<file path="src/rtl/bsc_pkg.sv">
package bsc_pkg;

  // Which source feeds the next output character, in priority order.
  typedef enum logic [2:0] {
    SEL_DUP,   // second DLE of a doubled data DLE
    SEL_PAIR,  // SYNC half of a transparent fill pair
    SEL_BCS,   // check sequence byte
    SEL_LEAD,  // DLE placed ahead of a buffer
    SEL_DATA,  // buffer byte
    SEL_FILL   // idle or underrun fill
  } slot_sel_t;

endpackage

</file>
<file path="src/rtl/bsc_bcs_accum.sv">
module bsc_bcs_accum #(
  parameter int DW = 8,
  parameter int CW = 16,
  parameter logic [CW-1:0] POLY = 16'hA001
) (
  input  logic          clk,
  input  logic          rst_n,
  input  logic          clr,
  input  logic          fold,
  input  logic          use_crc,
  input  logic [DW-1:0] din,
  output logic [CW-1:0] acc
);

  logic [CW-1:0] acc_q;
  logic [CW-1:0] start;
  logic [CW-1:0] nxt;

  function automatic logic [CW-1:0] crc_step(input logic [CW-1:0] c_in,
                                             input logic [DW-1:0] d);
    logic [CW-1:0] c;
    c = c_in;
    for (int k = 0; k < DW; k++) begin
      if (c[0] ^ d[k]) c = (c >> 1) ^ POLY;
      else             c = c >> 1;
    end
    return c;
  endfunction

  always_comb begin
    start = clr ? '0 : acc_q;
    nxt   = start;
    if (fold) begin
      if (use_crc) nxt = crc_step(start, din);
      else         nxt = {start[CW-1:DW], start[DW-1:0] ^ din};
    end
  end

  always_ff @(posedge clk or negedge rst_n) begin
    if (!rst_n)           acc_q <= '0;
    else if (clr || fold) acc_q <= nxt;
  end

  assign acc = acc_q;

endmodule

</file>
<file path="src/rtl/bsc_urun_track.sv">
module bsc_urun_track (
  input  logic clk,
  input  logic rst_n,
  input  logic take,
  input  logic take_first,
  input  logic take_last,
  input  logic fill_in_buf,
  output logic done_valid,
  output logic done_underrun
);

  logic urun_q;
  logic dv_q;
  logic du_q;

  always_ff @(posedge clk or negedge rst_n) begin
    if (!rst_n) begin
      urun_q <= 1'b0;
      dv_q   <= 1'b0;
      du_q   <= 1'b0;
    end else begin
      dv_q <= take & take_last;
      if (take && take_last) begin
        du_q   <= take_first ? 1'b0 : urun_q;
        urun_q <= 1'b0;
      end else if (take && take_first) begin
        urun_q <= 1'b0;
      end else if (fill_in_buf) begin
        urun_q <= 1'b1;
      end
    end
  end

  assign done_valid    = dv_q;
  assign done_underrun = du_q & dv_q;

endmodule

</file>
<file path="src/rtl/bsc_tx_seq.sv">
module bsc_tx_seq
  import bsc_pkg::*;
#(
  parameter int DW = 8,
  parameter int CW = 16
) (
  input  logic          clk,
  input  logic          rst_n,
  input  logic [DW-1:0] cfg_sync,
  input  logic [DW-1:0] cfg_dle,
  input  logic          cfg_lrc,
  input  logic          in_valid,
  output logic          in_ready,
  input  logic [DW-1:0] in_data,
  input  logic          in_first,
  input  logic          in_last,
  input  logic          in_tx_dle,
  input  logic          in_bcs_rst,
  input  logic          in_bcs_en,
  input  logic          in_transp,
  input  logic          in_end_msg,
  output logic          out_valid,
  input  logic          out_ready,
  output logic [DW-1:0] out_data,
  input  logic [CW-1:0] acc,
  output logic          acc_clr,
  output logic          acc_fold,
  output logic          acc_crc,
  output logic [DW-1:0] acc_din,
  output logic          take,
  output logic          fill_in_buf
);

  localparam int BCS_N = CW / DW;
  localparam int BCS_W = $clog2(BCS_N + 1);

  logic          ov_q;
  logic [DW-1:0] oq;
  logic          busy_q, mode_tp_q, lead_done_q, dup_q, pair_q;
  logic          cur_tp_q, cur_en_q, cur_end_q;
  logic [BCS_W-1:0] bcs_left_q, bcs_tot_q, bcs_idx;
  logic [CW-1:0] bcs_sh;

  slot_sel_t     sel;
  logic          load;
  logic          tp_eff, en_eff, end_eff, crc_eff;
  logic [DW-1:0] ch;

  // Flags come with the first byte; later bytes use the latched copy.
  always_comb begin
    tp_eff  = in_first ? in_transp  : cur_tp_q;
    en_eff  = in_first ? in_bcs_en  : cur_en_q;
    end_eff = in_first ? in_end_msg : cur_end_q;
    crc_eff = tp_eff | ~cfg_lrc;
  end

  always_comb begin
    if (dup_q)                                          sel = SEL_DUP;
    else if (pair_q)                                    sel = SEL_PAIR;
    else if (bcs_left_q != '0)                          sel = SEL_BCS;
    else if (in_valid && in_first && in_tx_dle && !lead_done_q) sel = SEL_LEAD;
    else if (in_valid)                                  sel = SEL_DATA;
    else                                                sel = SEL_FILL;
  end

  assign bcs_idx = bcs_tot_q - bcs_left_q;
  assign bcs_sh  = acc >> (DW * int'(bcs_idx));

  always_comb begin
    unique case (sel)
      SEL_DUP:  ch = cfg_dle;
      SEL_PAIR: ch = cfg_sync;
      SEL_BCS:  ch = bcs_sh[DW-1:0];
      SEL_LEAD: ch = cfg_dle;
      SEL_DATA: ch = in_data;
      default:  ch = mode_tp_q ? cfg_dle : cfg_sync;
    endcase
  end

  assign load        = ~ov_q | out_ready;
  assign in_ready    = load & (sel == SEL_DATA);
  assign take        = in_ready;
  assign acc_clr     = take & in_first & in_bcs_rst;
  assign acc_fold    = take & en_eff;
  assign acc_crc     = crc_eff;
  assign acc_din     = in_data;
  assign fill_in_buf = load & (sel == SEL_FILL) & busy_q;

  always_ff @(posedge clk or negedge rst_n) begin
    if (!rst_n) begin
      ov_q        <= 1'b0;
      oq          <= '0;
      busy_q      <= 1'b0;
      mode_tp_q   <= 1'b0;
      lead_done_q <= 1'b0;
      dup_q       <= 1'b0;
      pair_q      <= 1'b0;
      cur_tp_q    <= 1'b0;
      cur_en_q    <= 1'b0;
      cur_end_q   <= 1'b0;
      bcs_left_q  <= '0;
      bcs_tot_q   <= '0;
    end else if (load) begin
      ov_q <= 1'b1;
      oq   <= ch;
      unique case (sel)
        SEL_DUP:  dup_q  <= 1'b0;
        SEL_PAIR: pair_q <= 1'b0;
        SEL_BCS: begin
          bcs_left_q <= bcs_left_q - BCS_W'(1);
          if (bcs_left_q == BCS_W'(1)) mode_tp_q <= 1'b0;
        end
        SEL_LEAD: lead_done_q <= 1'b1;
        SEL_DATA: begin
          lead_done_q <= 1'b0;
          if (in_first) begin
            cur_tp_q  <= in_transp;
            cur_en_q  <= in_bcs_en;
            cur_end_q <= in_end_msg;
            mode_tp_q <= in_transp;
          end
          dup_q  <= tp_eff & (in_data == cfg_dle);
          busy_q <= ~in_last;
          if (in_last && end_eff) begin
            bcs_left_q <= crc_eff ? BCS_W'(BCS_N) : BCS_W'(1);
            bcs_tot_q  <= crc_eff ? BCS_W'(BCS_N) : BCS_W'(1);
          end
        end
        default: pair_q <= mode_tp_q;
      endcase
    end
  end

  assign out_valid = ov_q;
  assign out_data  = oq;

endmodule

</file>
<file path="src/rtl/bsc_tx_framer.sv">
module bsc_tx_framer #(
  parameter int DW = 8,
  parameter int CW = 16,
  parameter logic [CW-1:0] POLY = 16'hA001
) (
  input  logic          clk,
  input  logic          rst_n,
  input  logic [DW-1:0] cfg_sync,
  input  logic [DW-1:0] cfg_dle,
  input  logic          cfg_lrc,
  input  logic          in_valid,
  output logic          in_ready,
  input  logic [DW-1:0] in_data,
  input  logic          in_first,
  input  logic          in_last,
  input  logic          in_tx_dle,
  input  logic          in_bcs_rst,
  input  logic          in_bcs_en,
  input  logic          in_transp,
  input  logic          in_end_msg,
  output logic          out_valid,
  input  logic          out_ready,
  output logic [DW-1:0] out_data,
  output logic          done_valid,
  output logic          done_underrun
);

  logic [CW-1:0] acc;
  logic          acc_clr, acc_fold, acc_crc;
  logic [DW-1:0] acc_din;
  logic          take, fill_in_buf;

  bsc_tx_seq #(.DW(DW), .CW(CW)) u_seq (
    .clk(clk), .rst_n(rst_n),
    .cfg_sync(cfg_sync), .cfg_dle(cfg_dle), .cfg_lrc(cfg_lrc),
    .in_valid(in_valid), .in_ready(in_ready), .in_data(in_data),
    .in_first(in_first), .in_last(in_last), .in_tx_dle(in_tx_dle),
    .in_bcs_rst(in_bcs_rst), .in_bcs_en(in_bcs_en),
    .in_transp(in_transp), .in_end_msg(in_end_msg),
    .out_valid(out_valid), .out_ready(out_ready), .out_data(out_data),
    .acc(acc), .acc_clr(acc_clr), .acc_fold(acc_fold),
    .acc_crc(acc_crc), .acc_din(acc_din),
    .take(take), .fill_in_buf(fill_in_buf)
  );

  bsc_bcs_accum #(.DW(DW), .CW(CW), .POLY(POLY)) u_acc (
    .clk(clk), .rst_n(rst_n),
    .clr(acc_clr), .fold(acc_fold), .use_crc(acc_crc),
    .din(acc_din), .acc(acc)
  );

  bsc_urun_track u_urun (
    .clk(clk), .rst_n(rst_n),
    .take(take), .take_first(in_first), .take_last(in_last),
    .fill_in_buf(fill_in_buf),
    .done_valid(done_valid), .done_underrun(done_underrun)
  );

endmodule

</file>
<file path="config.mk">
export PLATFORM = sky130hd
export DESIGN_NAME = bsc_tx_framer
export DESIGN_NICKNAME = d
export VERILOG_FILES = /design/src/rtl/bsc_pkg.sv /design/src/rtl/bsc_bcs_accum.sv /design/src/rtl/bsc_urun_track.sv /design/src/rtl/bsc_tx_seq.sv /design/src/rtl/bsc_tx_framer.sv
export SDC_FILE = /design/constraint.sdc
export NUM_CORES = 1
export LEC_CHECK = 0
export BUFFER_PORTS_ARGS = -buffer_cell sky130_fd_sc_hd__buf_4
export CAP_MARGIN = 30
export CORE_MARGIN = 1
export CORE_UTILIZATION = 50
export DETAILED_ROUTE_END_ITERATION = 10
export GPL_ROUTABILITY_DRIVEN = 0
export HOLD_SLACK_MARGIN = 0.12
export PLACE_DENSITY = 0.72
export REMOVE_ABC_BUFFERS = 1
export SLEW_MARGIN = 20
export SYNTH_ARGS = -nofsm -noshare
export SYNTH_HDL_FRONTEND = slang
export SYNTH_SLANG_ARGS = --single-unit
</file>
<file path="constraint.sdc">
create_clock -name clk -period 3.2 [get_ports clk]
set_input_delay 0.96 -clock clk [delete_from_list [all_inputs] [get_ports clk]]
set_output_delay 0.96 -clock clk [all_outputs]
set_load 0.005 [all_outputs]
</file>
==> out/qor.yml <==
status: "completed"
clk_pin_slew_worst_paths_ns: 0.07
routedWlPerCell_um: 17.7
antenna_found_initial: 0
crit_family: "flip-flops"
drc: 0
slew_violations: 0
hold_depth: 2
path_cells: "inv_1, ha_1, and4bb_2, nand3_1, inv_1, buf_4"
synth_area_per_cell_um2: 9.40
syn-cell-area_um2: 2900
viasPerCell: 6.04
finalWorstSetupSlack_ns: 0.419
worstPathMaxFanout: 8
first_pass_iters: 5
power.leakage_nw: 1.51
synth_cells: 308
dpl.hpwl_mm: 5.34
postCtsHoldBufs: 0
numCtsBuffers: 5
dieArea_um2: 6100
grt_first_pass_wirelength_mm: 12.3
grt_max_degree: 41
die_w_um: 78.1
ant_nets: 0
initial_core_util_pct: 52.3
p_total_w: 0.00299
wl_mm: 7.41
synthToLayoutAreaGrowth_pct: 16.8
synth-seq-cells: 40
yosysWarnings: 0
worst_pin_slew_ns: 0.707
synthFlopType: "dfrtp_1"
antenna_cells: 0
cp_slowest_cell: "dfrtp_1"
post-route-period-util_pct: 86.9
final_core_util_pct: 61.1
cpMostUsedCell: "inv_1"
hold_path_class: "flip-flop to flip-flop"
setup_tns_ns: 0
path_class: "flip-flop to primary output"
post_cts.repair.setup_buffers: 0
die_y_um: 78.1
cts_tree: "done"
drive_above_1_share_pct: 22.1
worst-path-stages: 6
worst_hold_slack_ns: 0.484
pre_cts_ws_ns: 0.441
cts_resized: 0
max-vdd-ir-drop_v: 0.000678
seq_area_frac_synth_pct: 34.6
ys_types: 52
io_pins: 48
skew_ns: 0.00667
finalSetupViolCount: 0
async_reset_ff_share_pct: 100
nNetsFinal: 387
core-area_um2: 5540
maxSlewHeadroom_pct: 52.8
root_buffer: "clkbuf_8"
drt_iter0_drc: 215
crit_path_start_kind: "flip-flop"
crit_arrival_ns: 1.82
power_density_nw_per_um2: 884
cp.required_ns: 2.24
clk_path_buf_depth: 2
grt_usage_pct: 25.7
port_buffers: 47
vias: 2535
grt_pass1_vias: 2381
period_minus_slack_ns: 2.78
reg2reg_depth: 7
cts_sinks: 40
cap_violations: 0
clock.fmax_mhz: 360
max_stage_delay_ns: 0.44
rsz0062_at_grt: "false"
grt-ovfl-total: 0
clk_latency_ns: 0.29
hold_violations: 0
cts_max_level: 2
cp_num_buf_inv: 3
rows: 27
synth_edf_count: 0
cp-end-kind: "primary output"
## path summary, 6_finish.rpt
path	slack [ns]	start	end
worst max-delay path	0.42	u_seq.bcs_left_q[0]	in_ready
worst min-delay path	0.48	u_seq.cur_en_q	u_seq.cur_en_q
worst max register to register	0.77	u_seq.bcs_left_q[0]	u_acc.acc[14]
worst min register to register	0.48	u_seq.cur_en_q	u_seq.cur_en_q
max in group asynchronous	2.20	rst_n	u_seq.lead_done_q
min in group asynchronous	0.63	rst_n	u_seq.out_data[3]
## per-stage QoR
stage          cells  instance area [um2]
3_3_place_gp     413                 3310
5_1_grt          420                 3380
2_1_floorplan    285                 2800
6_report         420                 3380
3_5_place_dp     413                 3310
4_1_cts          420                 3380
## cell usage after synthesis, types with 2 or more instances
cell	count	area, um2
a21oi_1	13	65.1
a221o_1	15	150
a22o_1	13	114
a31oi_1	3	18.8
a32oi_1	5	43.8
and2_1	4	25.0
buf_1	4	15.0
buf_2	4	20.0
buf_4	2	15.0
clkbuf_1	11	41.3
clkbuf_2	2	10.0
dfrtp_1	40	1000
ha_1	3	37.5
inv_1	10	37.5
mux2_2	10	113
mux2i_1	11	110
nand2_1	28	105
nand2b_1	3	18.8
nand3_1	3	15.0
nand4_1	4	25.0
nand4b_1	3	26.3
nor2_1	24	90.1
nor2b_1	2	12.5
nor3_1	4	20.0
nor3b_1	2	15.0
nor4_1	4	25.0
o21ai_0	12	60.1
o22ai_1	5	31.3
o2bb2ai_1	4	35.0
xnor2_1	26	228
xnor3_1	4	90.1
xor2_1	10	87.6
## cell families after synthesis
kind of cell             count (synthesis)  synth area share [%]
adder cells (fa/ha/maj)                  3                  1.30
multiplexers                            21                  7.69
buffers and inverters                   33                  4.79
AND/OR/NAND/NOR                         91                  17.1
flip-flops                              40                  34.6
AO/OA/AOI/OAI                           79                  20.5
XOR/XNOR                                40                  14.0
other                                    1                 0.129
## registers in the layout (all words and copies together), names as in the netlist, 2 cells and up
register and flops:
u_seq.out_data 8, u_seq.bcs_left_q 2, u_seq.bcs_tot_q 2, u_acc.acc 16
## cells in the final DEF, fill, tap and decap left out, types with 4 or more instances in the layout
cell type,Yosys,routed
xnor2_1,26,26
a21oi_1,13,13
xnor3_1,4,4
nand2_1,28,28
a221o_1,15,15
buf_4,2,56
a32oi_1,5,5
nor3_1,4,4
nand4_1,4,4
o22ai_1,5,5
dfrtp_1,40,40
mux2_2,10,10
xor2_1,10,10
mux2i_1,11,11
o2bb2ai_1,4,4
inv_1,10,10
a22o_1,13,13
nor2_1,24,24
and2_1,4,4
clkbuf_8,0,5
nor4_1,4,4
o21ai_0,12,12
## per-layer routing
layer / track usage [%] / up-vias / share of wire, % / wire (um)
met5: 0 / - / 0 / 0
li1: - / 1208 / - / -
met3: 5.00 / 10 / 5.4 / 404
met1: 35.9 / 1230 / 46 / 3450
met2: 40.1 / 87 / 47 / 3470
met4: 7.59 / 0 / 1.2 / 91
## layout make-up
cell class / count / area, um2
Fill cell: 498 / 2160
Clock inverter: 1 / 5.00
Clock buffer: 6 / 72.6
Sequential cell: 40 / 1000
Timing Repair Buffer: 56 / 420
Tap cell: 72 / 90.1
Inverter: 10 / 37.5
Multi-Input combinational cell: 235 / 1760
## power breakdown
| group | internal [W] | switching, W | total (W) |
|---|---|---|---|
| Combinational | 0.000972 | 0.000798 | 0.00177 |
| Sequential | 0.000699 | 0.000200 | 0.000899 |
| Clock | 0.000148 | 0.000172 | 0.000321 |
## worst register-to-register path, delay by kind of cell, from the launching register on
family	cells	cell delay [ns]
AO/OA/AOI/OAI	1	0.23
XOR/XNOR	1	0.30
adder cells (fa/ha/maj)	1	0.33
buffers and inverters	1	0.09
flip-flops	1	0.44
AND/OR/NAND/NOR	3	0.93
No activity file was read; power rests on OpenSTA's default activity.
